$ cat config.mk
export PLATFORM = sky130hd
export DESIGN_NAME = txfmt_top
export DESIGN_NICKNAME = d
export VERILOG_FILES = /design/src/rtl/txfmt_pkg.sv /design/src/rtl/txfmt_frame.sv /design/src/rtl/txfmt_shifter.sv /design/src/rtl/txfmt_top.sv
export SDC_FILE = /design/constraint.sdc
export NUM_CORES = 1
export LEC_CHECK = 0
export BUFFER_PORTS_ARGS = -buffer_cell sky130_fd_sc_hd__buf_2
export CAP_MARGIN = 20
export CORE_MARGIN = 2
export CORE_UTILIZATION = 35
export DETAILED_ROUTE_END_ITERATION = 10
export GPL_TIMING_DRIVEN = 0
export SLEW_MARGIN = 20
export SYNTH_ARGS = -nofsm -noshare
export SYNTH_HDL_FRONTEND = slang
export SYNTH_HIERARCHICAL = 1
export SYNTH_SLANG_ARGS = --single-unit
$ cat constraint.sdc
create_clock -name clk -period 1.6 [get_ports clk]
set_clock_uncertainty 0.2 [all_clocks]
set_input_delay 0.16 -clock clk [delete_from_list [all_inputs] [get_ports clk]]
set_output_delay 0.16 -clock clk [all_outputs]
set_load 0.01 [all_outputs]
$ cat src/rtl/txfmt_pkg.sv
package txfmt_pkg;
  typedef logic [2:0] fmt_code_t;
  localparam fmt_code_t FMT_SYNC  = 3'd0;
  localparam fmt_code_t FMT_PLAIN = 3'd2;
  localparam fmt_code_t FMT_EVEN  = 3'd4;
  localparam fmt_code_t FMT_ODD   = 3'd5;
  localparam fmt_code_t FMT_MDROP = 3'd6;
endpackage

$ cat src/rtl/txfmt_frame.sv
module txfmt_frame
  import txfmt_pkg::*;
#(
  parameter int DW = 8,
  localparam int FW = DW + 3,
  localparam int LW = $clog2(FW + 1)
) (
  input  fmt_code_t       code,
  input  logic [DW-1:0]   data,
  input  logic            tbit,
  output logic [FW-1:0]   frame,
  output logic [LW-1:0]   len,
  output logic            legal,
  output logic            sync
);
  logic par_even;
  assign par_even = ^data;

  always_comb begin
    frame = '1;
    len   = LW'(FW);
    legal = 1'b1;
    sync  = 1'b0;
    unique case (code)
      FMT_SYNC: begin
        frame = {3'b111, data};
        len   = LW'(DW);
        sync  = 1'b1;
      end
      FMT_PLAIN: begin
        frame = {2'b11, data, 1'b0};
        len   = LW'(DW + 2);
      end
      FMT_EVEN:  frame = {1'b1, par_even, data, 1'b0};
      FMT_ODD:   frame = {1'b1, ~par_even, data, 1'b0};
      FMT_MDROP: frame = {1'b1, tbit, data, 1'b0};
      default:   legal = 1'b0;
    endcase
  end
endmodule

$ cat src/rtl/txfmt_shifter.sv
module txfmt_shifter #(
  parameter int DW = 8,
  localparam int FW = DW + 3,
  localparam int LW = $clog2(FW + 1)
) (
  input  logic          clk,
  input  logic          rst,
  input  logic          load,
  input  logic [FW-1:0] frame,
  input  logic [LW-1:0] len,
  input  logic          sync,
  input  logic          tick,
  output logic          busy,
  output logic          sdata,
  output logic          sclk
);
  logic [FW-1:0] sh_q;
  logic [LW-1:0] cnt_q;
  logic          sync_q;

  always_ff @(posedge clk) begin
    if (rst) begin
      sh_q   <= '1;
      cnt_q  <= '0;
      sync_q <= 1'b0;
      busy   <= 1'b0;
      sdata  <= 1'b1;
      sclk   <= 1'b0;
    end else begin
      sclk <= 1'b0;
      if (load) begin
        sh_q   <= frame;
        cnt_q  <= len;
        sync_q <= sync;
        busy   <= 1'b1;
        sdata  <= frame[0];
      end else if (busy && tick) begin
        sclk <= sync_q;
        if (cnt_q == LW'(1)) begin
          busy  <= 1'b0;
          sdata <= 1'b1;
          cnt_q <= '0;
        end else begin
          sh_q  <= {1'b1, sh_q[FW-1:1]};
          sdata <= sh_q[1];
          cnt_q <= cnt_q - LW'(1);
        end
      end
    end
  end


  cnt_bound_chk: assert property (@(posedge clk) disable iff (rst)
    cnt_q <= LW'(FW));

  busy_hold_chk: assert property (@(posedge clk) disable iff (rst)
    busy && !tick |=> busy);

  sclk_gate_chk: assert property (@(posedge clk) disable iff (rst)
    sclk |-> $past(busy) && $past(tick) && $past(sync_q));

  idle_high_chk: assert property (@(posedge clk) disable iff (rst)
    !busy |-> sdata);
endmodule

$ cat src/rtl/txfmt_top.sv
module txfmt_top
  import txfmt_pkg::*;
#(
  parameter int DW = 8
) (
  input  logic          clk,
  input  logic          rst,
  input  logic [2:0]    fmt,
  input  logic [DW-1:0] data_in,
  input  logic          type_bit,
  input  logic          start,
  input  logic          bit_tick,
  output logic          busy,
  output logic          sdata,
  output logic          sclk,
  output logic          bad_mode
);
  localparam int FW = DW + 3;
  localparam int LW = $clog2(FW + 1);

  logic [FW-1:0] frame;
  logic [LW-1:0] len;
  logic          legal, sync, accept;

  txfmt_frame #(.DW(DW)) u_frame (
    .code(fmt), .data(data_in), .tbit(type_bit),
    .frame(frame), .len(len), .legal(legal), .sync(sync)
  );

  assign accept = start && !busy && legal;

  txfmt_shifter #(.DW(DW)) u_shift (
    .clk(clk), .rst(rst), .load(accept), .frame(frame), .len(len),
    .sync(sync), .tick(bit_tick), .busy(busy), .sdata(sdata), .sclk(sclk)
  );

  always_ff @(posedge clk) begin
    if (rst) bad_mode <= 1'b0;
    else     bad_mode <= start && !busy && !legal;
  end


  bad_idle_chk: assert property (@(posedge clk) disable iff (rst)
    bad_mode |-> !busy && !$past(busy));

  busy_rise_chk: assert property (@(posedge clk) disable iff (rst)
    $rose(busy) |-> $past(start));
endmodule

Word-level counts from Yosys, hierarchy flattened:

Index checks and enable logic that the tools add are counted.

* input bits: 16
* register bits: 20

* bitwise logic cells: 2
* equal/unequal tests: 6
* mux-type cells: 16
* $add $sub $neg: 1
* reductions and logical operators: 14

Operators by type and width (number)
* 10-bit case mux with 5 select lines: 1
* 11-bit 2-to-1 mux: 3
* 4-bit 2-to-1 mux: 3
* 3-bit equality test, second input constant: 3
* 1-bit 2-to-1 mux: 8
* 8-bit parity: 1
* 5-bit OR reduction: 1
* 4-bit by 1-bit equality test with 1-bit output, second input constant: 1
* 1-bit logical AND: 4
* 2-bit case mux with 2 select lines: 1
* 2-bit AND reduction: 2
* 2-bit nonzero test: 2
* 4-bit by 1-bit subtractor with 4-bit output, second input constant: 1
* 3-bit by 2-bit equality test with 1-bit output, second input constant: 1
* 3-bit logical NOT: 1
* 3-bit OR reduction: 1
* 1-bit logical NOT: 2
* 2-bit inequality test, second input constant: 1
* 1-bit inverter: 2

Logic depth before layout (Yosys ltp):

* word-level depth: 6
* depth in mapped cells: 9
* mapped depth without buffers: 7

Modules after synthesis:

The synthesis kept the hierarchy.

By module, submodules not included
* txfmt_shifter: instances 1, area an instance 904.6 um^2, seq. area each 360.3 um^2, cells an instance 107
* txfmt_frame: instances 1, area an instance 299.0 um^2, seq. area each 0.0 um^2, cells an instance 43
* txfmt_top: instances 1, area an instance 43.8 um^2, seq. area each 20.0 um^2, cells an instance 3

Least setup slack after synthesis:

OpenSTA, ideal clock, no wires.

* kind: register to register
* from: register u_shift.busy
* to: register u_shift.sh_q[8]
* cell stages (with the launch flop): 7
* buffers on the path: 2
* period minus slack after synthesis: 1.777 ns
* arrival time: 1.456 ns
* path slack: -0.177 ns
* path through: dfxtp_1 and3b_1 buf_2 buf_2 nor3_1 o21ai_0 o311a_1

* longest elaborated chain between the ends: 5
* elaborated cells on any way between the ends: 8
* classes of those cells: eq/ne (1); mux (1); reduce/logical (6)

RTL lines
* start: declaration: line txfmt_shifter.sv:13 `output logic busy,`
* start signal: assignment: line txfmt_shifter.sv:26 `busy <= 1'b0;`
* start signal: assignment: line txfmt_shifter.sv:35 `busy <= 1'b1;`
* start signal: assignment: line txfmt_shifter.sv:40 `busy <= 1'b0;`
* 1-bit logical NOT (*): line txfmt_top.sv:30 `assign accept = start && !busy && legal;`
* 1-bit logical AND (*) (2 in series): line txfmt_top.sv:30
* net accept: line txfmt_top.sv:23 `logic legal, sync, accept;`
* 2-bit inequality test (no line) or 2-bit nonzero test (tied branches)
* 2-bit AND reduction (no line)
* end signal: assignment: line txfmt_shifter.sv:32 `sh_q <= frame;`
* end signal: assignment: line txfmt_shifter.sv:44 `sh_q <= {1'b1, sh_q[FW-1:1]};`
* end: declaration: line txfmt_shifter.sv:17 `logic [FW-1:0] sh_q;`

Mark *: on every way through the listed nets, which the timed path passes. The rest lies on a longest branch.
A chain may end at the register's enable or synchronous reset.

Worst setup path in the final report:

* from: register u_shift.cnt_q[1]
* to: register u_shift.sh_q[9]

* longest elaborated chain between the ends: 3

RTL lines
* start: declaration: line txfmt_shifter.sv:18 `logic [LW-1:0] cnt_q;`
* start signal: assignment: line txfmt_shifter.sv:33 `cnt_q <= len;`
* start signal: assignment: line txfmt_shifter.sv:46 `cnt_q <= cnt_q - LW'(1);`
* 4-bit by 1-bit equality test with 1-bit output: line txfmt_shifter.sv:39 `if (cnt_q == LW'(1)) begin`
* 2-bit inequality test (no line)
* 2-bit AND reduction (no line)

Every way passes these cells.

==> summary.md <==
| Metric | Value |
|---|---|
| Status | `complete, but fails checks` |
| Failing checks | `setup timing` |
| Worst setup margin | `-34.78 ps` |
| Nets | `209` |
| Fmax | `just over 0.6 GHz` |
| Hold Path End | `u_shift/busy` |
| Slew at the pin with the worst max-slew slack | `563.6 ps` |
| Largest family of logic cells by synthesized area | `compound AO/OA/AOI/OAI gates` |
| Leading area contributor after synthesis | `dfxtp_1` |
| Sw Ratio | `32.44%` |
| Synth async-reset ratio | `0%` |
| Antenna cell count | `0` |
| Mux cell area share after synthesis | `0%` |
| Via-to-Cell Ratio | `roughly 5.3` |
| First-pass GRT wire length | `roughly 6.0 mm` |
| Element type at the critical path start | `register` |
| Global route overflow | `0` |
| Syn avg cell area | `8.153 sq um` |
| Comb power frac | `about a third` |
| Most numerous cell in the Yosys netlist | `dfxtp_1` |
| Switch Pwr | `0.3864 mW` |
| Arr. time, crit path | `1690 ps` |
| Initial antenna violation count | `0` |
| Final Hold Fails | `0` |
| Sequential power share | `44.2%` |
| Drt drc | `0` |
| DRT iter0 DRCs | `48` |
| Via count | `between 1000 and 1500` |
| Htree depth | `1` |
| Fin Setup TNS | `-150.6 ps` |
| Min Tclk post-route | `1635 ps` |
| Final core occ | `50.39%` |
| Hold path cells | `4` |
| Pint | `roughly 0.80 mW` |
| Row count | `21` |
| Prevailing post-synth register cell | `dfxtp_1` |
| Adder-cell area share of the yosys netlist | `between 2 and 2.5%` |
| Crit Path Max Fanout | `5` |
| Port bufs | `19` |
| Total I/O pin count | `20` |
| Syn Std Cell Area | `between 1000 and 1500 sq um` |
| Worst-skew pair later-pin latency | `300 ps` |
| Final Cycle Share | `102.2%` |
| Reg2reg end | `u_shift/sh_q[9]` |
| R2R cell count | `6` |
| Synth top cells by count | `19 x dfxtp_1, 14 x nor3_1, 12 x o21ai_0, 10 x nand2_1, 8 x nand3_1` |
| Cell Pwr Density | `roughly 700 nW/um^2` |
| Total Power | `1.191 mW` |
| CTS tree | `done` |
| Min-delay src | `bit_tick` |
| Flop-to-flop setup slack | `-30 ps` |
| Compound-Gate Fraction of Synth Area | `29.19%` |
| Largest net degree at the start of global routing | `12` |
| DIE AREA | `between 4000 and 5000 sq um` |
| Clock Path Buffers | `2` |
| Post-synthesis simple-gate area fraction | `21.56%` |
| Crit end category | `register` |
| CTS Root Cell | `clkbuf_4` |
| RSZ-0062 raised after global routing | `yes` |
| Worst Path Class, Setup | `register to register` |
| Synth top area cells | `dfxtp_1 30%, nor3_1 5.6%, o311a_1 5.6%, a2bb2oi_1 4.9%, o21ai_0 4.8%` |
| Final Max Slew Viols | `0` |
| HPWL Detailed | `2.417 mm` |
| Synth Area in XOR/XNOR | `7.121%` |
| Leak Pwr | `0.6646 nW` |
| Cells after Synth | `153` |
| Area delta synth->final | `36.91%` |
| Clock sink total | `19` |
| Clock share of power | `20.7%` |
| RR Startpoint | `u_shift/cnt_q[1]` |
| Starting Density | `36.80%` |
| Max-Cap Viols | `0` |
| Max IR drop VDD | `0.0002279 V` |
| WP data required | `1650 ps` |
| 1st-pass router iterations | `4` |
| Core Box Area | `3390 sq um` |
| Post-synthesis sequential area ratio | `30.49%` |
| Die Width | `63.70 um` |
| WHS | `around 42 ps` |
| Total global-route track usage | `18.52%` |
| Slew headroom | `62.42%` |
| Post-Route WL | `roughly 3.6 mm` |
| Post-synthesis cell type count | `40` |
| Gp weighted congestion | `0.7942` |
| Hold WC Path Type | `primary input to register` |
| Total CTS buffers | `3` |
| Synth Register Bits | `19` |
| Yosys Warn Count | `6` |
| Post-DRT Antenna Nets | `0` |
| Die Span Y | `63.70 um` |
| Number of synthesized flops with an enable pin | `0` |
| Vias in the first global route | `~1300` |
| Clk slew on worst S/H paths | `120 ps` |
| Synth top area share | `30.49%` |
| Layout cell share with drive strength beyond 1 | `38.42%` |
| Endpoints failing setup | `9` |
| WL/cell | `between 15 and 20 um` |
## kinds of logic (layout without fill, tap and decap cells)
kind of cell    Yosys count  count (layout)
fa+ha+maj                 2               2
buf+inv                  23              59
simple gates             49              49
compound gates           51              51
flops                    19              19
other cells               2               3
xor+xnor                  7               7
## layout make-up
class,count,area [sq um]
buffer,15,117.6
fill,331,1682
inverter,8,35.03
multi-input combinational,112,864.6
tap,46,57.56
clock buffer,3,22.52
timing repair buffer,32,216.5
sequential,19,389.1
clock inverter,1,5.005
## power groups by stage
stage	Clock, mW	Combinational [mW]	Sequential [mW]
2_1_floorplan	0	0.211	0.533
3_3_place_gp	0	0.296	0.534
3_5_place_dp	0	0.304	0.535
4_1_cts	0.259	0.377	0.524
5_1_grt	0.283	0.457	0.530
6_report	0.247	0.418	0.526
## per-stage QoR
stage | setup slack (ps) | cells | cell area [sq um]
finish | -34.78 | 236 | 1708
global route | -81.70 | 236 | 1708
CTS | -19.87 | 231 | 1610
detailed placement | -362.5 | 219 | 1419
global placement | -339.1 | 219 | 1419
floorplan | 2.061 | 154 | 1266
## registers in the layout (all words and copies together), names as in the netlist
name            cells
u_shift/busy        1
bad_mode            1
u_shift/cnt_q       4
u_shift/sh_q       10
u_shift/sclk        1
u_shift/sdata       1
u_shift/sync_q      1
## cells in the final DEF (no fill, tap or decap), types with 2 or more instances in the layout
cell,count
nand2_1,10
nor2_1,4
inv_1,6
a311oi_2,2
o311a_1,7
o22ai_1,7
a21o_1,2
nand3_1,5
dfxtp_4,2
a211oi_1,2
nor3_2,5
clkbuf_4,3
buf_2,22
conb_1,3
buf_6,3
nand3_2,3
clkbuf_1,3
a21oi_1,6
dfxtp_1,16
buf_4,12
xnor3_1,2
a2bb2oi_1,7
xnor2_1,4
o21ai_0,10
nor3_1,7
nor3_4,2
nand2b_1,2
dlygate4sd3_1,2
## worst max-delay path: stages (launching register included)
cell      delay, ps
dfxtp_2         340
inv_2            80
ha_4            140
or3b_4          410
buf_8           150
nand4b_1        100
o311a_1         160
## timing repair
action,4_1_cts,5_1_grt
pin swaps,1,8
endpoints found under the setup margin,18,16
gates resized for setup,23,21
hold buffers,2,0
gates cloned,1,1
setup buffers,5,4
hold endpoints to repair,1,0
## per-layer routing
layer	global-route usage (%)	vias to the layer above	share of wire [%]
met5	0	-	0
met4	4.076	0	0
met3	1.964	0	2.8
met2	33.55	26	52
met1	23.46	591	45
li1	-	636	-
## worst max-delay path by stage
| stage | from | endpoint | slack, ps |
|---|---|---|---|
| floorplan | u_shift/busy | u_shift/sh_q[8] | 2 |
| global placement | fmt[1] | u_shift/sh_q[7] | -340 |
| detailed placement | fmt[1] | u_shift/sh_q[7] | -360 |
| CTS | u_shift/cnt_q[1] | u_shift/sh_q[7] | -20 |
| global route | u_shift/cnt_q[1] | u_shift/sh_q[4] | -80 |
| finish | u_shift/cnt_q[1] | u_shift/sh_q[9] | -30 |
Note: power is estimated with default switching activity, not from simulation.
